**src/rtl/stat_prot_pkg.sv**
```systemverilog
// Shared bit positions and the nonvolatile field type of the status controller.
// Assumes an 8-bit status byte.
package stat_prot_pkg;
    localparam int ST_W     = 8;
    localparam int LOCK_POS = 7;
    localparam int BPH_POS  = 3;
    localparam int BPL_POS  = 2;
    localparam int WEN_POS  = 1;
    localparam int BSY_POS  = 0;

    typedef struct packed {
        logic       lock;
        logic [1:0] region;
    } nv_bits_t;
endpackage

```
**src/rtl/prot_wel_latch.sv**
```systemverilog
// Volatile write-enable flag. Set by a strobe, cleared by a strobe (priority)
// or by the end of a busy cycle. Assumes busy is synchronous to clk.
module prot_wel_latch (
    input  logic clk,
    input  logic rst_n,
    input  logic set_i,
    input  logic clr_i,
    input  logic busy_i,
    output logic wel_o
);
    logic busy_q;
    logic wel_q;
    logic done;

    // Remember busy of the previous cycle to detect its fall.
    always_ff @(posedge clk) begin
        if (!rst_n) busy_q <= 1'b0;
        else        busy_q <= busy_i;
    end

    assign done = busy_q & ~busy_i;

    // Flag update: clear events dominate the set strobe.
    always_ff @(posedge clk) begin
        if (!rst_n)              wel_q <= 1'b0;
        else if (clr_i || done)  wel_q <= 1'b0;
        else if (set_i)          wel_q <= 1'b1;
    end

    assign wel_o = wel_q;

    a_r3_clear_wins: assert property (@(posedge clk) disable iff (!rst_n)
        clr_i |=> !wel_o);
    a_r3_busy_end_clears: assert property (@(posedge clk) disable iff (!rst_n)
        (busy_q && !busy_i) |=> !wel_o);
endmodule

```
**src/rtl/prot_nv_store.sv**
```systemverilog
// Stores the lock bit and region selector (modelled nonvolatile bits with a
// parameterised reset value) and a read-back copy frozen while busy.
// Assumes wr_en_i is only raised on a granted status write.
module prot_nv_store
    import stat_prot_pkg::*;
#(
    parameter logic [2:0] NV_INIT = 3'b000
) (
    input  logic     clk,
    input  logic     rst_n,
    input  logic     wr_en_i,
    input  nv_bits_t wr_data_i,
    input  logic     busy_i,
    output nv_bits_t stored_o,
    output nv_bits_t view_o
);
    nv_bits_t stored_q;
    nv_bits_t view_q;

    // Stored bits: take new data only on a granted write.
    always_ff @(posedge clk) begin
        if (!rst_n)       stored_q <= nv_bits_t'(NV_INIT);
        else if (wr_en_i) stored_q <= wr_data_i;
    end

    // Read-back copy: follows the stored bits only while not busy.
    always_ff @(posedge clk) begin
        if (!rst_n)       view_q <= nv_bits_t'(NV_INIT);
        else if (!busy_i) view_q <= stored_q;
    end

    assign stored_o = stored_q;
    assign view_o   = view_q;

    a_r8_frozen_view: assert property (@(posedge clk) disable iff (!rst_n)
        busy_i |=> $stable(view_q));
    a_r4_hold_without_grant: assert property (@(posedge clk) disable iff (!rst_n)
        !wr_en_i |=> $stable(stored_q));
endmodule

```
**src/rtl/prot_region.sv**
```systemverilog
// Decides whether an array address falls inside the protected region chosen
// by the two-bit selector: none, top quarter, top half or everything.
// Assumes ADDR_W >= 1; with a single bit the quarter collapses onto the half.
module prot_region #(
    parameter int ADDR_W = 13
) (
    input  logic [1:0]        region_i,
    input  logic [ADDR_W-1:0] addr_i,
    output logic              hit_o
);
    localparam int TOP = ADDR_W - 1;

    logic in_half;
    logic in_quarter;

    assign in_half = addr_i[TOP];

    generate
        if (ADDR_W >= 2) begin : g_wide
            assign in_quarter = addr_i[TOP] & addr_i[TOP-1];
        end else begin : g_narrow
            assign in_quarter = addr_i[TOP];
        end
    endgenerate

    // Select the region test named by the selector.
    always_comb begin
        case (region_i)
            2'b00:   hit_o = 1'b0;
            2'b01:   hit_o = in_quarter;
            2'b10:   hit_o = in_half;
            default: hit_o = 1'b1;
        endcase
    end
endmodule

```
**src/rtl/stat_prot_ctrl.sv**
```systemverilog
// Status register write-protection controller. Publishes the status byte and
// grants status and array writes from the write-enable flag, busy, the lock
// bit, the protect pin and the region selector. Assumes single-cycle strobes.
module stat_prot_ctrl
    import stat_prot_pkg::*;
#(
    parameter int         ADDR_W  = 13,
    parameter logic [2:0] NV_INIT = 3'b000
) (
    input  logic              clk,
    input  logic              rst_n,
    input  logic              wp_n,
    input  logic              wel_set,
    input  logic              wel_clr,
    input  logic              busy,
    input  logic              sw_req,
    input  logic [ST_W-1:0]   sw_data,
    input  logic [ADDR_W-1:0] aw_addr,
    output logic [ST_W-1:0]   status,
    output logic              sw_allow,
    output logic              aw_allow
);
    logic     wel;
    logic     hw_locked;
    logic     region_hit;
    logic     sw_take;
    nv_bits_t new_bits;
    nv_bits_t stored;
    nv_bits_t view;
    logic     unused_data;

    prot_wel_latch u_wel (
        .clk    (clk),
        .rst_n  (rst_n),
        .set_i  (wel_set),
        .clr_i  (wel_clr),
        .busy_i (busy),
        .wel_o  (wel)
    );

    // Pick the writable fields out of the request byte.
    always_comb begin
        new_bits.lock   = sw_data[LOCK_POS];
        new_bits.region = {sw_data[BPH_POS], sw_data[BPL_POS]};
    end

    assign unused_data = ^{sw_data[6:4], sw_data[WEN_POS], sw_data[BSY_POS]};

    assign hw_locked = stored.lock & ~wp_n;
    assign sw_allow  = wel & ~busy & ~hw_locked;
    assign sw_take   = sw_req & sw_allow;

    prot_nv_store #(.NV_INIT(NV_INIT)) u_nv (
        .clk       (clk),
        .rst_n     (rst_n),
        .wr_en_i   (sw_take),
        .wr_data_i (new_bits),
        .busy_i    (busy),
        .stored_o  (stored),
        .view_o    (view)
    );

    prot_region #(.ADDR_W(ADDR_W)) u_region (
        .region_i (stored.region),
        .addr_i   (aw_addr),
        .hit_o    (region_hit)
    );

    assign aw_allow = wel & ~busy & ~region_hit;

    // Assemble the read-back byte.
    always_comb begin
        status           = '0;
        status[LOCK_POS] = view.lock;
        status[BPH_POS]  = view.region[1];
        status[BPL_POS]  = view.region[0];
        status[WEN_POS]  = wel;
        status[BSY_POS]  = busy;
    end

    a_r7_busy_denies: assert property (@(posedge clk) disable iff (!rst_n)
        busy |-> (!sw_allow && !aw_allow));
    a_r5_hw_lock_holds: assert property (@(posedge clk) disable iff (!rst_n)
        (sw_req && stored.lock && !wp_n) |=> $stable(stored));
    a_r6_whole_array: assert property (@(posedge clk) disable iff (!rst_n)
        (stored.region == 2'b11) |-> !aw_allow);
    a_r3_set_raises: assert property (@(posedge clk) disable iff (!rst_n)
        (wel_set && !wel_clr && !busy && !$past(busy)) |=> status[WEN_POS]);
endmodule

```
**config.mk**
```make
export PLATFORM = sky130hd
export DESIGN_NAME = stat_prot_ctrl
export DESIGN_NICKNAME = d
export VERILOG_FILES = /design/src/rtl/stat_prot_pkg.sv /design/src/rtl/prot_wel_latch.sv /design/src/rtl/prot_nv_store.sv /design/src/rtl/prot_region.sv /design/src/rtl/stat_prot_ctrl.sv
export SDC_FILE = /design/constraint.sdc
export NUM_CORES = 1
export LEC_CHECK = 0
export BUFFER_PORTS_ARGS = -buffer_cell sky130_fd_sc_hd__buf_2
export CAP_MARGIN = 20
export CORE_MARGIN = 2
export CORE_UTILIZATION = 30
export CTS_BUF_LIST = sky130_fd_sc_hd__clkbuf_4
export DETAILED_ROUTE_END_ITERATION = 8
export HOLD_SLACK_MARGIN = 0.05
export PLACE_DENSITY = 0.81
export SLEW_MARGIN = 20
export SYNTH_ARGS = -nofsm -noshare
export SYNTH_HDL_FRONTEND = slang
export SYNTH_SLANG_ARGS = --single-unit
```
**constraint.sdc**
```tcl
create_clock -name clk -period 0.9 [get_ports clk]
set_input_delay 0.135 -clock clk [delete_from_list [all_inputs] [get_ports clk]]
set_output_delay 0.135 -clock clk [all_outputs]
set_load 0.05 [all_outputs]
```
======== After elaboration in Yosys (flattened, before gate mapping) ========
Cells that the tools add are included.
word-level totals
  bits in registers ....................... 8
  input bits .............................. 28
  output and inout port bits .............. 10
operators by class
  eq/ne operators ......................... 2
  mux-type cells .......................... 1
  bitwise gates (word level) .............. 12
  reduce and logical (&&, ||, !) cells .... 3
operators by type and width
  operator                                                          number
  1-bit bitwise AND                                                 7
  1-bit NOT                                                         5
  1-bit case mux with 3 select lines                                1
  2-bit by 1-bit == test with 1-bit output (second input constant)  1
  2-bit == test (second input constant)                             1
  2-bit zero test                                                   1
  2-bit OR reduction                                                1
  1-bit logical OR                                                  1

======== Depth between registers and ports, before layout ========
Gate-level depths: netlist of the first run.
  word-level depth ........................ 5
  mapped depth ............................ 4
  gate-level depth less buffers ........... 3

======== Hierarchy ========
From an unflattened synthesis of the first run, not the netlist that was laid out.
unflattened totals
  cell total of the unflattened synthesis .. 39
  area total of the unflattened synthesis .. 386.6 um^2
by module, submodules not included
  module          instances  cells each  area an instance (um^2)
  prot_nv_store   1          18          217.7
  stat_prot_ctrl  1          12          83.8
  prot_wel_latch  1          6           71.3
  prot_region     1          3           13.8

======== Worst setup path before layout of the first run ========
No wires, ideal clock.
  path kind ............................... reg-to-output
  start point ............................. register u_nv.stored_q, in the netlist u_nv.stored_o[1]
  end point ............................... output aw_allow
  data arrival time ....................... 1.700 ns
  required time ........................... 0.765 ns
  setup slack ............................. -0.935 ns
  cell stages (with the launch flop) ...... 3
  cell sequence ........................... dfxtp_1 > a21o_1 > a221oi_1
between the ends
  cells in the longest elaborated chain, start to end .. 4
  elaborated cells on any way between the ends .. 6
ends and longest elaborated chain
  what                                   line                  text
  from (decl)                            prot_nv_store.sv:17   nv_bits_t stored_q;
  from (signal assigned)                 prot_nv_store.sv:22   if (!rst_n) stored_q <= nv_bits_t'(NV_INIT);
  from (signal assigned)                 prot_nv_store.sv:23   else if (wr_en_i) stored_q <= wr_data_i;
  2-bit == test (tied with other cells)  prot_region.sv:28     case (region_i)
  1-bit case mux with 3 select lines *   prot_region.sv:28
  1-bit NOT *                            stat_prot_ctrl.sv:69  assign aw_allow = wel & ~busy & ~region_hit;
  1-bit bitwise AND *                    stat_prot_ctrl.sv:69
  to (decl)                              stat_prot_ctrl.sv:21  output logic aw_allow
Every way passes the cells marked *; elsewhere a longest branch is shown, timed or not.

======== Worst setup path after layout of the first run ========
Ends and elaborated chain as after synthesis.

==> qor.csv, run 1 <==
metric,value,unit
status,"finished, violations left",
violations,negative setup slack,
n_fill_cell,119,
startpoint_type,flip-flop,
cts_made_buffers,3,
grt_usage,12.7,%
syn_area,409,um2
wl_per_cell,10.8,um
antenna_found_initial,0,
dieArea,1680,um2
rows,13,
clock-sinks,8,
hold_viol,0,
grt_pass1_vias,322,
grt_max_degree,12,
post-route-min-period,1.29,ns
final_common_cell,buf_2,
power.leakage,0.309,nW
wl,871,um
portBuffers,18,
rsz0062_at_grt,yes,
layout_common_cells,"buf_2, buf_6, nand2_1, mux2i_1",
fin_nets,96,
start_util,31.8,%
setup_viol,7,
hold_class,in -> reg,
routed-via-count,343,
synth_seq_area_share,39.1,%
power.density,1230,nW/um2
via_per_inst,4.23,
ir_drop,0.000578,V
htreeDepth,1,
cp-end-kind,primary output,
fin_skew,0.00403,ns
crit_type,reg -> out,
ys_warn_count,0,
crit_fanout,2,
globalplace.congestion,0.687,
drc,0,
synth-seq-cells,8,
clkLatencyLatePin,0.25,ns
clock.fmax,0.774,GHz
crit_arrival,1.16,ns
grt_pass1_wl,1250,um
gr-total-overflow,0,
ant_nets,0,
yosysUniqueCellTypes,18,
drive_gt1_share,62.1,%
fin_ws,-0.392,ns
cts_tree,done,
synth_cells,42,
dp_hpwl,624,um
cts.clk_slew.worst_paths,0.05,ns
antenna_cells,0,
drtPass1Iterations,4,
finalMaxSlewViolations,0,
die_width,40.9,um
cts_buffer_depth,2,
coreArea,1280,um2
finalCritPeriodShare,144,%
pre_cts_slack,-0.246,ns
cts_root_buffer,clkbuf_4,
drv_cap,0,
die_h,40.9,um
drt_iter0_drc,6,
syn_avg_cell_area,9.74,um2
crit_required,0.76,ns
area_delta_synth_final,62.7,%
utilization,51.8,%
num_io_pins,38,
[power breakdown]
group          internal [mW]  switching (mW)
registers              0.360         0.00583
logic                 0.0760           0.104
clock network          0.152           0.120
total                  0.589           0.230
[worst max-delay path, cell delays in order (launching register included)]
cell and delay [ns]:
dfxtp_2 0.32, a21o_1 0.18, a221oi_4 0.23, buf_6 0.19
[cells in the mapped netlist, drive strengths merged]
cell type / count / area (um2)
mux2i: 6 / 60.1
and2b: 1 / 8.76
nor2b: 3 / 18.8
nor2: 1 / 3.75
nor4b: 1 / 8.76
clkbuf: 1 / 3.75
conb: 1 / 3.75
buf: 6 / 48.8
a221oi: 1 / 8.76
inv: 2 / 7.51
nand2b: 1 / 13.8
and2: 1 / 7.51
a21oi: 1 / 5.00
a211oi: 1 / 20.0
nand2: 6 / 22.5
a21o: 1 / 7.51
dfxtp: 8 / 160
[sequential cells by signal (all words and copies together) (netlist names)]
| register | flops |
|---|---|
| u_nv.stored_o | 3 |
| u_wel.busy_q | 1 |
| u_wel.wel_o | 1 |
| u_nv.view_o | 3 |
[repair_timing]
item,in CTS,in global routing
hold endpoints to repair,1,1
pin swaps,1,2
setup buffers,1,2
gates resized for setup,14,8
endpoints found under the setup margin,9,8
[area by class of cell]
cell class	instances	area (um2)	area share, %
clock buffers	3	22.5	3.38
multi-input cells	27	239	35.9
repair buffers	26	209	31.4
well taps	15	18.8	2.82
inverters	2	7.51	1.13
flip-flops and latches	8	169	25.4
[per-stage QoR]
step	power (mW)	instances	hold WS [ns]	TNS (ns)	area, um2
finish	0.819	81	0.125	-1.42	666
global route	0.861	81	0.139	-1.74	666
CTS	0.818	79	0.0271	-1.19	621
detailed placement	0.526	75	0.300	-0.521	546
global placement	0.524	75	0.293	-0.421	546
floorplan	0.498	44	0.203	-0.323	452
[kinds of logic after synthesis]
kind of cell	Yosys count	share of synthesized area, %
simple gates	14	20.5
buf+inv	9	14.7
flops	8	39.1
compound gates	4	10.1
other cells	1	0.917
mux	6	14.7
[final timing paths]
kind | start | to | slack [ns] | depth (start not counted)
setup / recovery | u_nv.stored_o[1] | aw_allow | -0.39 | 3
hold / removal | sw_data[7] | u_nv.stored_o[2] | 0.13 | 3
setup reg to reg | u_wel.wel_o | u_nv.stored_o[1] | -0.21 | 4
hold reg to reg | u_wel.busy_q | u_wel.wel_o | 0.51 | 2
[metal layers]
metal	part of all wire [%]	up-vias	wire length [um]	global-route usage (%)
met5	0	-	0	0
met3	8.3	5	72	6.52
met4	3.4	0	30	12.5
met2	46	16	400	19.1
met1	42	145	367	12.2
li1	-	177	-	-
Note: power is estimated with default switching activity, not from simulation.
==> run 2: changes to the inputs <==
--- a/config.mk
+++ b/config.mk
@@ -12,7 +12,7 @@
 export CTS_BUF_LIST = sky130_fd_sc_hd__clkbuf_4
 export DETAILED_ROUTE_END_ITERATION = 8
 export HOLD_SLACK_MARGIN = 0.05
-export PLACE_DENSITY = 0.81
+export PLACE_DENSITY = 0.8
 export SLEW_MARGIN = 20
 export SYNTH_ARGS = -nofsm -noshare
 export SYNTH_HDL_FRONTEND = slang
==> run 2 against run 1 <==
The flow still finishes with violations (negative setup slack). Die area unchanged. Routed wire length shrank 5.9%. Cell area is 0.56% lower. Sequential share of layout area grew 0.14 points. Total power fell by 2.0%. Clock power shrank 4%. Via count is 0.29% higher. Register-to-register slack improved by 0.02 ns. Critical path type unchanged. Critical endpoint unchanged. Largest cell class unchanged. Highest routed layer unchanged.
==> qor.csv, run 2 (synthesis results as in run 1) <==
metric,value,unit
status,"finished, violations left",
violations,negative setup slack,
start_util,31.8,%
clock-sinks,8,
p_int,585,uW
routed-via-count,344,
cts_root_buffer,clkbuf_4,
rows,13,
crit_slowest_cell,dfxtp_2,
startpoint_type,flip-flop,
cts_made_buffers,3,
cp-end-kind,primary output,
dp_hpwl,621,um
power.leakage,0.311,nW
setup_viol,7,
crit_required,0.76,ns
hold_viol,0,
crit_type,reg -> out,
cts_buffer_depth,2,
ant_nets,0,
globalplace.congestion,0.691,
post-route-min-period,1.27,ns
via_per_inst,4.25,
htreeDepth,1,
utilization,51.5,%
cts_tree,done,
crit_fanout,3,
fin_skew,0.000184,ns
finalMaxSlewViolations,0,
antenna_cells,0,
cp_cell_sequence,buf_4 -> a221oi_4 -> buf_6,
die_width,40.9,um
clock.fmax,0.785,GHz
drtPass1Iterations,3,
fin_nets,96,
r2r_cells,4,
cp_slowest_stage_delay,0.31,ns
p_sw_share,27.2,%
fin_ws,-0.373,ns
grt_max_degree,12,
met3_usage,6.52,%
n_fill_cell,111,
rrSetupSlack,-0.19,ns
finalCritPeriodShare,141,%
cts.clk_slew.worst_paths,0.05,ns
layout_common_cells,"buf_2, nand2_1, mux2i_1, buf_6, buf_4",
coreArea,1280,um2
rsz0062_at_grt,yes,
path_delay_family,buffers and inverters,
clkLatencyLatePin,0.24,ns
final_common_cell,buf_2,
crit_arrival,1.14,ns
drt_iter0_drc,5,
combPwrFrac,21.8,%
portBuffers,18,
grt_pass1_wl,1340,um
num_io_pins,38,
dieArea,1680,um2
ir_drop,0.000613,V
whs_path_depth,2,
drive_gt1_share,63.6,%
use_met1,14.4,%
grt_pass1_vias,343,
antenna_found_initial,0,
power,803,uW
clkPwrFrac,32.5,%
power.density,1210,nW/um2
area_delta_synth_final,61.8,%
busiest_layer,met2,
cp_num_buf_inv,2,
drc,0,
die_h,40.9,um
p_sw,218,uW
gr-total-overflow,0,
wl,820,um
wl_per_cell,10.1,um
grt_usage,13.1,%
pre_cts_slack,-0.232,ns
hold_class,in -> reg,
drv_cap,0,
grtUsageMet2,20.3,%
p_seq_share,45.6,%
crit_cells,3,
==> run 2: timing repair <==
| action | in CTS | in global routing |
|---|---|---|
| endpoints found under the hold margin | 1 | 1 |
| buffers inserted | 2 | 1 |
| setup endpoints to repair | 9 | 9 |
| pin swaps | 1 | 0 |
| resized for setup | 14 | 7 |
==> run 2: final cells by class <==
| cell class | instances | area (um2) | share of cell area (%) |
|---|---|---|---|
| flip-flops and latches | 8 | 169 | 25.5 |
| multi-input cells | 27 | 234 | 35.3 |
| clock buffers | 3 | 22.5 | 3.40 |
| repair buffers | 26 | 210 | 31.8 |
| well taps | 15 | 18.8 | 2.84 |
| inverters | 2 | 7.51 | 1.13 |
==> run 2: final timing paths <==
kind,start,to
worst max-delay path,u_nv.stored_o[1],aw_allow
worst min-delay path,wel_clr,u_wel.wel_o
worst max register to register,u_wel.wel_o,u_nv.stored_o[1]
worst min register to register,u_wel.busy_q,u_wel.wel_o
==> run 2: metrics by stage <==
step                cells  setup TNS, ns  hold slack (ns)  cell area (um2)
floorplan              44         -0.323            0.203              452
global placement       75         -0.426            0.293              546
detailed placement     75         -0.521            0.301              546
CTS                    80          -1.44           0.0375              628
global route           81          -1.71           0.0403              662
finish                 81          -1.34           0.0537              662
==> run 2: power by group through the flow <==
stage          Combinational [mW]  Sequential (mW)  Clock, mW
3_5_place_dp                0.153            0.375          0
3_3_place_gp                0.150            0.374          0
5_1_grt                     0.188            0.367      0.302
4_1_cts                     0.171            0.367      0.276
6_report                    0.175            0.366      0.261
2_1_floorplan               0.120            0.378          0
==> run 2: per-layer routing <==
metal | vias to the layer above | routed length (um)
li1 | 177 | -
met1 | 151 | 356
met2 | 14 | 398
met3 | 2 | 60
met4 | 0 | 6
met5 | - | 0
==> run 2: worst reg2reg max path, delay by kind of cell (launching register included) <==
| kind | cells | cell delay (ns) |
|---|---|---|
| compound gates | 1 | 0.24 |
| flops | 1 | 0.36 |
| simple gates | 1 | 0.08 |
| buf+inv | 1 | 0.13 |
| mux | 1 | 0.21 |
